File: config.mk
export PLATFORM = sky130hd
export DESIGN_NAME = poe_port_seq
export DESIGN_NICKNAME = d
export VERILOG_FILES = /design/src/rtl/poe_seq_pkg.sv /design/src/rtl/seq_divider.sv /design/src/rtl/cls_averager.sv /design/src/rtl/cls_decoder.sv /design/src/rtl/poe_port_seq.sv
export SDC_FILE = /design/constraint.sdc
export NUM_CORES = 1
export LEC_CHECK = 0
export ABC_AREA = 1
export CORE_UTILIZATION = 44
export CTS_CLUSTER_SIZE = 12
export DETAILED_ROUTE_END_ITERATION = 10
export DONT_BUFFER_PORTS = 1
export PLACE_DENSITY = 0.56
export SYNTH_ARGS = -nofsm -noshare
export SYNTH_HDL_FRONTEND = slang
export SYNTH_SLANG_ARGS = --single-unit
File: constraint.sdc
create_clock -name clk -period 3.7 [get_ports clk]
set_input_delay 0.37 -clock clk [delete_from_list [all_inputs] [get_ports clk]]
set_output_delay 0.37 -clock clk [all_outputs]
set_load 0.005 [all_outputs]
File: src/rtl/poe_seq_pkg.sv
package poe_seq_pkg;

    typedef enum logic [3:0] {
        ST_IDLE,
        ST_PROBE_LO,
        ST_PROBE_HI,
        ST_DIVIDE,
        ST_EVAL,
        ST_CLASSIFY,
        ST_GRANT,
        ST_BACKOFF,
        ST_FAULT
    } seq_state_e;

    typedef enum logic [1:0] {
        DRV_OFF = 2'd0,
        DRV_LO  = 2'd1,
        DRV_HI  = 2'd2,
        DRV_CLS = 2'd3
    } drive_e;

    localparam int SIG_MIN_OHM = 19000;
    localparam int SIG_MAX_OHM = 26500;

    localparam int C0_HI_UA = 4000;
    localparam int C1_LO_UA = 9000;
    localparam int C1_HI_UA = 12000;
    localparam int C2_LO_UA = 17000;
    localparam int C2_HI_UA = 20000;
    localparam int C3_LO_UA = 26000;
    localparam int C3_HI_UA = 30000;

    localparam int BUD_W = 14;

    typedef struct packed {
        logic       fault;
        logic [1:0] cls;
    } class_res_t;

    function automatic logic [BUD_W-1:0] class_budget(input logic [1:0] c);
        case (c)
            2'd1:    return BUD_W'(3840);
            2'd2:    return BUD_W'(6490);
            default: return BUD_W'(12950);
        endcase
    endfunction

endpackage

File: src/rtl/seq_divider.sv
module seq_divider #(
    parameter int NUM_W = 22,
    parameter int DEN_W = 16
) (
    input  logic             clk,
    input  logic             rst,
    input  logic             start,
    input  logic [NUM_W-1:0] num,
    input  logic [DEN_W-1:0] den,
    output logic             busy,
    output logic             done,
    output logic [NUM_W-1:0] quot
);
    localparam int CNT_W = $clog2(NUM_W + 1);

    logic [DEN_W-1:0] rem_q;
    logic [DEN_W-1:0] den_q;
    logic [NUM_W-1:0] q_q;
    logic [CNT_W-1:0] cnt_q;
    logic [DEN_W:0]   trial;
    logic [DEN_W:0]   diff;
    logic             fits;

    always_comb begin
        trial = {rem_q, q_q[NUM_W-1]};
        fits  = trial >= {1'b0, den_q};
        diff  = trial - {1'b0, den_q};
    end

    always_ff @(posedge clk) begin
        if (rst) begin
            rem_q <= '0;
            den_q <= '0;
            q_q   <= '0;
            cnt_q <= '0;
            busy  <= 1'b0;
            done  <= 1'b0;
        end else begin
            done <= 1'b0;
            if (start) begin
                rem_q <= '0;
                q_q   <= num;
                den_q <= den;
                cnt_q <= CNT_W'(NUM_W);
                busy  <= 1'b1;
            end else if (busy) begin
                rem_q <= fits ? diff[DEN_W-1:0] : trial[DEN_W-1:0];
                q_q   <= {q_q[NUM_W-2:0], fits};
                cnt_q <= cnt_q - 1'b1;
                if (cnt_q == CNT_W'(1)) begin
                    busy <= 1'b0;
                    done <= 1'b1;
                end
            end
        end
    end

    assign quot = q_q;

    AST_DIV_NO_RESTART: assert property (@(posedge clk) disable iff (rst)
        start |-> !busy);
    AST_DIV_DONE_PULSE: assert property (@(posedge clk) disable iff (rst)
        done |=> !done);

endmodule

File: src/rtl/cls_averager.sv
module cls_averager #(
    parameter int ADC_W = 16,
    parameter int NAVG  = 4
) (
    input  logic             clk,
    input  logic             rst,
    input  logic             clr,
    input  logic             en,
    input  logic [ADC_W-1:0] sample,
    output logic             done,
    output logic [ADC_W-1:0] avg
);
    localparam int LOG_N = $clog2(NAVG);
    localparam int CNT_W = $clog2(NAVG + 1);
    localparam int SUM_W = ADC_W + LOG_N;

    logic [SUM_W-1:0] sum_q;
    logic [CNT_W-1:0] cnt_q;

    always_ff @(posedge clk) begin
        if (rst || clr) begin
            sum_q <= '0;
            cnt_q <= '0;
            done  <= 1'b0;
        end else if (en && !done) begin
            sum_q <= sum_q + SUM_W'(sample);
            cnt_q <= cnt_q + 1'b1;
            if (cnt_q == CNT_W'(NAVG - 1)) done <= 1'b1;
        end
    end

    assign avg = ADC_W'(sum_q >> LOG_N);

    AST_AVG_COUNT: assert property (@(posedge clk) disable iff (rst)
        cnt_q <= CNT_W'(NAVG));
    AST_AVG_DONE_FULL: assert property (@(posedge clk) disable iff (rst)
        $rose(done) |-> cnt_q == CNT_W'(NAVG));

endmodule

File: src/rtl/cls_decoder.sv
module cls_decoder
    import poe_seq_pkg::*;
#(
    parameter int ADC_W = 16
) (
    input  logic [ADC_W-1:0] avg,
    output class_res_t       res
);
    always_comb begin
        res = '{fault: 1'b1, cls: 2'd0};
        if (avg <= ADC_W'(C0_HI_UA))
            res = '{fault: 1'b0, cls: 2'd0};
        else if (avg >= ADC_W'(C1_LO_UA) && avg <= ADC_W'(C1_HI_UA))
            res = '{fault: 1'b0, cls: 2'd1};
        else if (avg >= ADC_W'(C2_LO_UA) && avg <= ADC_W'(C2_HI_UA))
            res = '{fault: 1'b0, cls: 2'd2};
        else if (avg >= ADC_W'(C3_LO_UA) && avg <= ADC_W'(C3_HI_UA))
            res = '{fault: 1'b0, cls: 2'd3};
    end
endmodule

File: src/rtl/poe_port_seq.sv
module poe_port_seq
    import poe_seq_pkg::*;
#(
    parameter int ADC_W    = 16,
    parameter int SETTLE   = 8,
    parameter int NAVG     = 4,
    parameter int V_LO_MV  = 4000,
    parameter int V_HI_MV  = 8000,
    parameter int BO_W     = 16
) (
    input  logic             clk,
    input  logic             rst,
    input  logic             start,
    input  logic             abort,
    input  logic [BO_W-1:0]  backoff_len,
    input  logic             adc_valid,
    input  logic [ADC_W-1:0] adc_data,
    output logic [1:0]       drive_cmd,
    output logic             ready,
    output logic             power_en,
    output logic [1:0]       pwr_class,
    output logic [13:0]      budget_mw,
    output logic             sig_bad,
    output logic             cls_fault
);
    localparam int DV_NUM = (V_HI_MV - V_LO_MV) * 1000;
    localparam int NUM_W  = $clog2(DV_NUM + 1);
    localparam int SET_W  = $clog2(SETTLE + 1);

    seq_state_e       state_q;
    logic [SET_W-1:0] settle_q;
    logic [ADC_W-1:0] i_lo_q;
    logic [BO_W:0]    bo_cnt_q;
    logic [BO_W:0]    bo_len_eff;
    logic [1:0]       cls_q;
    logic [BUD_W-1:0] budget_q;
    logic             sig_bad_q;

    logic             settled;
    logic             div_start;
    logic             div_busy;
    logic             div_done;
    logic [NUM_W-1:0] quot;
    logic             sig_ok;
    logic             avg_en;
    logic             avg_clr;
    logic             avg_done;
    logic [ADC_W-1:0] avg;
    class_res_t       dec;

    assign settled    = settle_q == SET_W'(SETTLE);
    assign div_start  = (state_q == ST_PROBE_HI) && settled && adc_valid && (adc_data > i_lo_q);
    assign avg_clr    = state_q != ST_CLASSIFY;
    assign avg_en     = (state_q == ST_CLASSIFY) && settled && adc_valid;
    assign bo_len_eff = (backoff_len == '0) ? (BO_W+1)'(1) : {1'b0, backoff_len};
    assign sig_ok     = (quot >= NUM_W'(SIG_MIN_OHM)) && (quot <= NUM_W'(SIG_MAX_OHM));

    seq_divider #(.NUM_W(NUM_W), .DEN_W(ADC_W)) i_div (
        .clk   (clk),
        .rst   (rst),
        .start (div_start),
        .num   (NUM_W'(DV_NUM)),
        .den   (adc_data - i_lo_q),
        .busy  (div_busy),
        .done  (div_done),
        .quot  (quot)
    );

    cls_averager #(.ADC_W(ADC_W), .NAVG(NAVG)) i_avg (
        .clk    (clk),
        .rst    (rst),
        .clr    (avg_clr),
        .en     (avg_en),
        .sample (adc_data),
        .done   (avg_done),
        .avg    (avg)
    );

    cls_decoder #(.ADC_W(ADC_W)) i_dec (
        .avg (avg),
        .res (dec)
    );

    always_ff @(posedge clk) begin
        if (rst) begin
            state_q   <= ST_IDLE;
            settle_q  <= '0;
            i_lo_q    <= '0;
            bo_cnt_q  <= '0;
            cls_q     <= '0;
            budget_q  <= '0;
            sig_bad_q <= 1'b0;
        end else if (abort) begin
            state_q   <= ST_IDLE;
            settle_q  <= '0;
            sig_bad_q <= 1'b0;
        end else begin
            case (state_q)
                ST_IDLE: begin
                    settle_q <= '0;
                    if (start) begin
                        sig_bad_q <= 1'b0;
                        state_q   <= ST_PROBE_LO;
                    end
                end
                ST_PROBE_LO: begin
                    if (!settled) settle_q <= settle_q + 1'b1;
                    else if (adc_valid) begin
                        i_lo_q   <= adc_data;
                        settle_q <= '0;
                        state_q  <= ST_PROBE_HI;
                    end
                end
                ST_PROBE_HI: begin
                    if (!settled) settle_q <= settle_q + 1'b1;
                    else if (adc_valid) begin
                        settle_q <= '0;
                        if (adc_data > i_lo_q) state_q <= ST_DIVIDE;
                        else begin
                            state_q   <= ST_BACKOFF;
                            sig_bad_q <= 1'b1;
                            bo_cnt_q  <= '0;
                        end
                    end
                end
                ST_DIVIDE: begin
                    if (div_done) state_q <= ST_EVAL;
                end
                ST_EVAL: begin
                    if (sig_ok) state_q <= ST_CLASSIFY;
                    else begin
                        state_q   <= ST_BACKOFF;
                        sig_bad_q <= 1'b1;
                        bo_cnt_q  <= '0;
                    end
                end
                ST_CLASSIFY: begin
                    if (!settled) settle_q <= settle_q + 1'b1;
                    if (avg_done) begin
                        if (dec.fault) state_q <= ST_FAULT;
                        else begin
                            cls_q    <= dec.cls;
                            budget_q <= class_budget(dec.cls);
                            state_q  <= ST_GRANT;
                        end
                    end
                end
                ST_BACKOFF: begin
                    bo_cnt_q <= bo_cnt_q + 1'b1;
                    if (bo_cnt_q + 1'b1 >= bo_len_eff) state_q <= ST_IDLE;
                end
                default: ;
            endcase
        end
    end

    always_comb begin
        case (state_q)
            ST_PROBE_LO: drive_cmd = DRV_LO;
            ST_PROBE_HI: drive_cmd = DRV_HI;
            ST_CLASSIFY: drive_cmd = DRV_CLS;
            default:     drive_cmd = DRV_OFF;
        endcase
    end

    assign ready     = state_q == ST_IDLE;
    assign power_en  = state_q == ST_GRANT;
    assign cls_fault = state_q == ST_FAULT;
    assign sig_bad   = sig_bad_q;
    assign pwr_class = cls_q;
    assign budget_mw = budget_q;

    AST_PWR_NO_BAD_SIG: assert property (@(posedge clk) disable iff (rst)
        power_en |-> !sig_bad);
    AST_HI_AFTER_LO: assert property (@(posedge clk) disable iff (rst)
        (drive_cmd == DRV_HI && $past(drive_cmd) != DRV_HI) |-> $past(drive_cmd) == DRV_LO);
    AST_BACKOFF_NO_START: assert property (@(posedge clk) disable iff (rst || abort)
        (state_q == ST_BACKOFF && bo_cnt_q + 1'b1 < bo_len_eff) |=> state_q == ST_BACKOFF);
    AST_CLS_AFTER_EVAL: assert property (@(posedge clk) disable iff (rst)
        (drive_cmd == DRV_CLS && $past(drive_cmd) != DRV_CLS) |-> $past(state_q) == ST_EVAL);
    AST_FAULT_HOLD: assert property (@(posedge clk) disable iff (rst)
        (cls_fault && !abort) |=> cls_fault);
    AST_ABORT_IDLE: assert property (@(posedge clk) disable iff (rst)
        abort |=> (ready && !power_en));
    AST_EVAL_AFTER_DONE: assert property (@(posedge clk) disable iff (rst)
        state_q == ST_EVAL |-> $past(div_done));

endmodule

After elaboration in Yosys (flattened, before gate mapping):

Index checks and enable logic that the tools add are counted.

* equality and inequality tests: 26
* muxes and demuxes: 43
* bitwise logic cells: 3
* reduce and logical (&&, ||, !) cells: 30
* add/subtract/negate cells: 7
* order comparisons: 12

Operators by type and width (count)
* 17-bit 2-to-1 mux: 4
* 17-bit case mux with 3 select lines: 1
* 4-bit 2-to-1 mux: 12
* 22-bit 2-to-1 mux: 2
* 17-bit by 16-bit >= comparator with 1-bit output: 2
* 16-bit by 15-bit >= comparator with 1-bit output, second input constant: 2
* 16-bit by 15-bit <= comparator with 1-bit output, second input constant: 2
* 16-bit 2-to-1 mux: 2
* 16-bit subtractor: 2
* 14-bit case mux with 2 select lines: 1
* 4-bit case mux with 7 select lines: 1
* 22-bit by 15-bit >= comparator with 1-bit output, second input constant: 1
* 22-bit by 15-bit <= comparator with 1-bit output, second input constant: 1
* 18-bit by 16-bit adder with 18-bit output: 1
* 2-bit inequality test, second input constant: 9
* 17-bit by 1-bit adder with 17-bit output, second input constant: 1
* 4-bit by 3-bit equality test with 1-bit output, second input constant: 4
* 16-bit by 14-bit >= comparator with 1-bit output, second input constant: 1
* 16-bit > comparator: 1
* 16-bit by 12-bit <= comparator with 1-bit output, second input constant: 1
* 16-bit by 14-bit <= comparator with 1-bit output, second input constant: 1
* 16-bit zero test: 1
* 3-bit 2-to-1 mux: 5
* 4-bit case mux with 3 select lines: 1
* 33 further kinds: 62

* word-level logic and storage cells: 139
* input port bits: 37
* output and inout port bits: 22
* flip-flop bits (word level): 141

Depth between registers and ports, before layout:

Gate-level depths: netlist (run 1).

* depth after elaboration: 9
* gate-level depth with buffers: 20
* depth with buffers taken out: 20

By module:

From an unflattened synthesis (run 1), not the netlist that was laid out.

* cell total of the unflattened synthesis: 1612
* area total of the unflattened synthesis: 10541.4 um^2

By module, submodules not included
* poe_port_seq: cells each 616, instances 1, sequential area each 1001.0 um^2, area an instance 4147.7 um^2
* seq_divider: cells each 568, instances 1, sequential area each 1221.2 um^2, area an instance 3932.5 um^2
* cls_averager: cells each 314, instances 1, sequential area each 440.4 um^2, area an instance 1968.1 um^2
* cls_decoder: cells each 114, instances 1, sequential area each 0.0 um^2, area an instance 493.0 um^2

Worst setup path before layout (run 1):

OpenSTA, ideal clock, no wires.

* path type: reg-to-reg
* start point: register bo_cnt_q[0]
* end point: register state_q[3]
* slack: 1133 ps
* period minus slack after synthesis: 2567 ps
* required time: 3584 ps
* cell stages (with the launch flop): 20
* buffers on the path: 0
* arrival time: 2451 ps
* path through: dfxtp_1 > ha_1 > nand2_1 > nor2_1 > nand4_1 > inv_1 > nand2_1 > nor2_1 > xor2_1 > inv_1 > ha_1 > a21oi_1 > nor2_1 > nor3_1 > o21a_1 > nand3_1 > nand2_1 > inv_2 > nand2_1 > a21oi_1

* word-level cells in the longest chain between the ends: 4

RTL lines
* start, declared: line poe_port_seq.sv:33 `logic [BO_W:0] bo_cnt_q;`
* start signal, assigned: line poe_port_seq.sv:149 `bo_cnt_q <= bo_cnt_q + 1'b1;`
* 17-bit by 1-bit adder with 17-bit output: line poe_port_seq.sv:150 `if (bo_cnt_q + 1'b1 >= bo_len_eff) state_q <= ST_IDLE;`
* 17-bit by 16-bit >= comparator with 1-bit output: line poe_port_seq.sv:150
* 2-bit inequality test (no source line)
* 9-bit AND reduction (no source line)
* end signal, assigned: line poe_port_seq.sv:140 `if (dec.fault) state_q <= ST_FAULT;`
* end signal, assigned: line poe_port_seq.sv:144 `state_q <= ST_GRANT;`
* end signal, assigned: line poe_port_seq.sv:150
* end, declared: line poe_port_seq.sv:30 `seq_state_e state_q;`

Every way passes these cells.
A chain may end at the register's enable or synchronous reset.

Worst setup path after layout (run 1):

Ends and elaborated chain as after synthesis.

==> results of run 1 <==
## flip-flops by register name, summed over array words and instances, names as in the netlist
name	cells
bo_cnt_q	17
budget_mw	6
i_avg.cnt_q	3
i_avg.done	1
i_avg.sum_q	18
i_div.busy	1
i_div.cnt_q	5
i_div.den_q	16
i_div.done	1
i_div.quot	22
i_div.rem_q	16
i_lo_q	16
pwr_class	2
settle_q	4
sig_bad	1
state_q	4
## report_power, final
group	internal (mW)	total (mW)	switching (mW)
logic	0.0737	0.214	0.140
clock network	1.23	1.91	0.673
registers	1.44	1.44	0.00465
## worst paths after layout
check	to	slack [ns]	cells after the start
setup reg to reg	state_q[3]	0.81	19
hold / removal	i_div.den_q[2]	0.03	1
hold reg to reg	i_div.den_q[2]	0.46	2
setup / recovery	state_q[3]	0.81	19
## layer usage
layer / GRT usage / vias to the layer above / part of all wire
met4: 0.0587 / 0 / 0.013
met1: 0.284 / 3754 / 0.50
met3: 0.0453 / 22 / 0.033
li1: - / 4539 / -
met5: 0 / - / 0
met2: 0.355 / 98 / 0.46
## cell families after synthesis
| kind of cell | after synthesis | share of synthesized area |
|---|---|---|
| xor+xnor | 47 | 0.0434 |
| simple gates | 600 | 0.282 |
| fa+ha+maj | 78 | 0.105 |
| compound gates | 280 | 0.169 |
| other cells | 1 | 0.000395 |
| flops | 133 | 0.281 |
| buf+inv | 271 | 0.119 |
## placed cells by master, fill, tap and decap left out, drive strengths merged, types with 5 or more instances in the layout
| master | instances |
|---|---|
| a21oi | 155 |
| a31oi | 6 |
| nor2 | 129 |
| ha | 75 |
| nand3 | 89 |
| buf | 6 |
| o21ai | 79 |
| o21a | 6 |
| a21o | 6 |
| nand3b | 12 |
| a211oi | 11 |
| clkbuf | 20 |
| nor3 | 24 |
| dfxtp | 133 |
| o211ai | 5 |
| nor4 | 6 |
| inv | 225 |
| xnor2 | 15 |
| nand2 | 321 |
| xor2 | 32 |
| nand4 | 16 |
| clkinv | 5 |
| bufinv | 5 |
## final cells by class
| class | count | area share |
|---|---|---|
| timing repair buffer | 6 | 0.00560 |
| tap | 275 | 0.0335 |
| multi-input combinational | 1007 | 0.555 |
| sequential | 133 | 0.259 |
| clock inverter | 12 | 0.0195 |
| clock buffer | 20 | 0.0445 |
| inverter | 226 | 0.0828 |
==> flow_summary.json, run 1 <==
{
  "slowest_stage": "dfxtp_1",
  "routedWlPerCell_um": 13.7,
  "syn-cell-area_sq_um": 9480,
  "grt_pass1_vias": 7808,
  "die_h_um": 149,
  "gp_congestion": 0.896,
  "cts_hold_buf": 0,
  "ys_ff_latch": 133,
  "crit_family": "simple AND/OR/NAND/NOR gates",
  "crit_arrival_ns": 3.21,
  "setup_viol": 0,
  "static-leakage-power_nw": 4.82,
  "async_flop_share": 0,
  "max_freq_mhz": 345,
  "worst_pin_slew_ns": 1.05,
  "fillers": 2197,
  "vias_per_cell": 5.01,
  "die_area_sq_um": 22100,
  "ant_nets": 0,
  "synth_edf_count": 0,
  "place_area_sq_um": 9610,
  "post_cts.repair.setup_buffers": 0,
  "stdcell_count": 1679,
  "rows": 53,
  "final_layout_size_suffix_gt1_frac": 0.0833,
  "crit_chain": "ha_1, nand2_1, nor2_1, nand4_1, inv_1, nand2_1, nor2_1, xor2_1, inv_1, ha_1, a21oi_1, nor2_1, nor3_1, o21a_1, nand3_1, nand2_1, inv_2, nand2_1, a21oi_1",
  "yosysMostFrequentCell": "nand2_1",
  "root_buffer": "clkbuf_16",
  "fin_crit_sh": 0.782,
  "wl_mm": 22.9,
  "multi_input_area_sq_um": 5700,
  "ir_worst_vdd_v": 0.000272,
  "slew_viol_final": 0,
  "max_cap_violations": 0,
  "path_clk_slew_ns": 0.06,
  "synth_cells": 1410,
  "startpoint_type": "flip-flop",
  "n_antenna_cell": 0,
  "cts_made_buffers": 17,
  "start_util": 0.450,
  "seq_area_sq_um": 2660,
  "core_sq_um": 21100,
  "ys_seq_area_frac": 0.281,
  "grt_max_degree": 52,
  "synth-main-ff-cell": "dfxtp_1",
  "tns_ns": 0,
  "clock_path_buffers": 2,
  "io_buffer_count": 0,
  "nNetsFinal": 1506,
  "rr_startpoint": "bo_cnt_q[0]",
  "fin_skew_ns": 0.00905,
  "slew_headroom": 0.302,
  "crit_required_ns": 4.01,
  "post-route-util": 0.487,
  "synth.largest_area_cell": "dfxtp_1",
  "slowest_delay_ns": 0.41,
  "insertion_delay_ns": 0.42,
  "critPathKind": "flip-flop to flip-flop",
  "netlist.area_leader.share": 0.281,
  "io-pin-count": 59,
  "antenna_found_initial": 0,
  "rsz0062_at_grt": "no",
  "critPathCaptureType": "flip-flop",
  "area_growth_pct": 8.30,
  "total_power_mw": 3.56,
  "power-per-cell-area_nw_per_um2": 347,
  "whs_ns": 0.0290,
  "drt_iter0_drc": 357,
  "grt_pass1_wl_mm": 38.1,
  "grt_usage": 0.215,
  "remaining_drc_errors": 0,
  "htreeDepth": 4,
  "syn_area_per_cell_sq_um": 6.73,
  "clock-sinks": 133,
  "post_cts_resized": 0,
  "min_from": "rst",
  "firstDrtPassIters": 5,
  "cts_tree": "yes",
  "dieWidth_um": 149,
  "hp-class": "input pin to flip-flop",
  "vias": 8413,
  "finalWorstSetupSlack_ns": 0.806,
  "synth_common_cells": "307 x nand2_1, 205 x inv_1, 139 x a21oi_1",
  "run_status": "finished clean",
  "stdcell_area_sq_um": 10300,
  "hold_viol": 0,
  "crit_buf_inv": 3,
  "min_period_ns": 2.89,
  "crit_path_start": "bo_cnt_q[0]",
  "dp_slack_ns": 0.821,
  "synthTopCellsByArea": "dfxtp_1 28%, nand2_1 12%, ha_1 9.9%, inv_1 8.1%, a21oi_1 7.3%",
  "grt-ovfl-total": 0,
  "dp_hpwl_mm": 17.3,
  "yosysWarningCount": 0,
  "path_common_cell": "nand2_1",
  "critPathMaxFanout": 5,
  "synth_cell_types": 53,
  "dp_cells": 1647
}
Power figures use the tool's default switching activity.
==> run 2, diff against run 1 <==
clock period = 3 ns   (was 3.7 ns; I/O delays follow)
==> run 2 against run 1 <==
Effect of this change:
- register-to-register slack lost 0.54 ns
- sequential cell count is the same
- clock-buffer cell count shrank 1
- total power grew 13%
- sequential share of layout area shrank 0.30 points
- fmax grew 5.9%
- non-clock buffer count grew 25
- clock power grew 3%
- largest cell class unchanged
- clock skew grew 0.0012 ns
- core utilization grew 0.59 points
- first-iteration DRC count grew 13%
==> flow_summary.json, run 2 (synthesis gave the netlist of run 1 again) <==
{
  "mostFrequentLayoutCells": "306 x nand2_1, 204 x inv_1, 139 x a21oi_1",
  "remaining_drc_errors": 0,
  "cts_tree": "yes",
  "drt_iter0_drc": 404,
  "static-leakage-power_nw": 4.87,
  "clock_path_buffers": 2,
  "slew_headroom": 0.390,
  "multi_input_area_sq_um": 5710,
  "dp_hpwl_mm": 17.5,
  "mostFrequentLayoutCell": "nand2_1",
  "vias_per_cell": 5.00,
  "fillers": 2220,
  "setup_viol": 0,
  "path_clk_slew_ns": 0.06,
  "grt_usage": 0.219,
  "io-pin-count": 59,
  "reg2reg_slack_ns": 0.27,
  "start_util": 0.450,
  "ir_worst_vdd_v": 0.000355,
  "fin_crit_sh": 0.911,
  "seq_area_sq_um": 2660,
  "rows": 53,
  "clock-sinks": 133,
  "grt_pass1_wl_mm": 38.6,
  "critPathMaxFanout": 5,
  "n_antenna_cell": 0,
  "hold_viol": 0,
  "crit_required_ns": 3.32,
  "run_status": "finished clean",
  "core_sq_um": 21100,
  "power-per-cell-area_nw_per_um2": 389,
  "gp_congestion": 0.930,
  "worst-r2r-cell-count": 19,
  "routedWlPerCell_um": 13.6,
  "ant_nets": 0,
  "whs_path_depth": 2,
  "area_growth_pct": 9.62,
  "total_power_mw": 4.04,
  "min_from": "adc_data[0]",
  "reg_top3": "i_div.quot: 22 flops, i_avg.sum_q: 18 flops, bo_cnt_q: 17 flops",
  "startpoint_type": "flip-flop",
  "nNetsFinal": 1531,
  "hp-class": "input pin to flip-flop",
  "insertion_delay_ns": 0.43,
  "hold_path_end": "i_lo_q[0]",
  "cts_made_buffers": 17,
  "largest_register_ffs": 22,
  "slew_viol_final": 0,
  "dieWidth_um": 149,
  "place_area_sq_um": 9670,
  "firstDrtPassIters": 4,
  "worst_pin_slew_ns": 0.912,
  "die_area_sq_um": 22100,
  "grt_pass1_vias": 7998,
  "io_buffer_count": 0,
  "top_register": "i_div.quot",
  "vias": 8521,
  "grt-ovfl-total": 0,
  "min_period_ns": 2.73,
  "stdcell_area_sq_um": 10400,
  "fin_skew_ns": 0.0102,
  "max_cap_violations": 0,
  "grt_max_degree": 52,
  "htreeDepth": 4,
  "max_freq_mhz": 366,
  "crit_arrival_ns": 3.05,
  "die_h_um": 149,
  "critPathCaptureType": "flip-flop",
  "final_layout_size_suffix_gt1_frac": 0.0945,
  "antenna_found_initial": 0,
  "root_buffer": "clkbuf_16",
  "wl_mm": 23.2,
  "regToRegEndpoint": "state_q[1]",
  "critPathKind": "flip-flop to flip-flop",
  "rr_startpoint": "bo_cnt_q[0]"
}
run 2: repair_timing:
action | in CTS | in global routing
hold endpoints to repair | 33 | 0
setup buffers | 0 | 1
gates resized for setup | 0 | 7
hold buffers | 15 | 0
setup endpoints to repair | 0 | 4
run 2: metrics by stage:
step                      std cells  TNS [ns]  hold WS [ns]  worst slack, ns   util
after floorplan                1411         0         0.428            0.433      -
after global placement         1656         0         0.375            0.289  0.458
after detailed placement       1656         0         0.376            0.165  0.458
after CTS                      1703         0        0.0144            0.120  0.492
after global routing           1704  -0.00311        0.0222         -0.00311  0.493
final                          1704         0        0.0319            0.267  0.493
run 2: how the worst max path moves through the flow:
stage / endpoint / slack [ns] / start
floorplan: state_q[3] / 0.43 / bo_cnt_q[0]
global placement: state_q[1] / 0.29 / bo_cnt_q[0]
detailed placement: state_q[1] / 0.17 / bo_cnt_q[0]
CTS: state_q[3] / 0.12 / bo_cnt_q[0]
global route: state_q[1] / -0.003 / bo_cnt_q[0]
finish: state_q[1] / 0.27 / bo_cnt_q[0]
run 2: where the power goes:
part | internal, mW | switching (mW) | leakage (nW) | total (mW)
clock | 1.11 | 0.865 | 0.264 | 1.97
sequential | 1.77 | 0.00560 | 1.07 | 1.78
combinational | 0.104 | 0.184 | 3.54 | 0.289
run 2: per-layer routing:
metal / part of all wire / vias up / track usage / wire (um)
met4: 0.010 / 0 / 0.0526 / 235
met2: 0.46 / 106 / 0.365 / 10800
met1: 0.49 / 3812 / 0.286 / 11300
met5: 0 / - / 0 / 0
met3: 0.037 / 18 / 0.0459 / 859
li1: - / 4585 / - / -
run 2: worst max-delay path, cell delays in order, from the launching register on:
cell and delay [ns]:
dfxtp_2 0.37, ha_2 0.20, nand2_1 0.05, nor2_1 0.13, nand4_1 0.16, inv_2 0.11, nand2_1 0.09, nor2_2 0.10
xor2_1 0.14, inv_1 0.08, ha_1 0.32, a21oi_1 0.14, nor2_1 0.06, nor3_2 0.15, o21a_1 0.14, nand3_1 0.11
nand2_2 0.12, inv_2 0.05, nand2_1 0.05, a21oi_1 0.05
run 2: area by class of cell:
type                            instances  share of cell area
Multi-Input combinational cell       1007               0.550
Sequential cell                       133               0.256
Inverter                              226              0.0818
Clock buffer                           19              0.0436
Tap cell                              275              0.0331
Timing Repair Buffer                   31              0.0260
Clock inverter                         13             0.00963
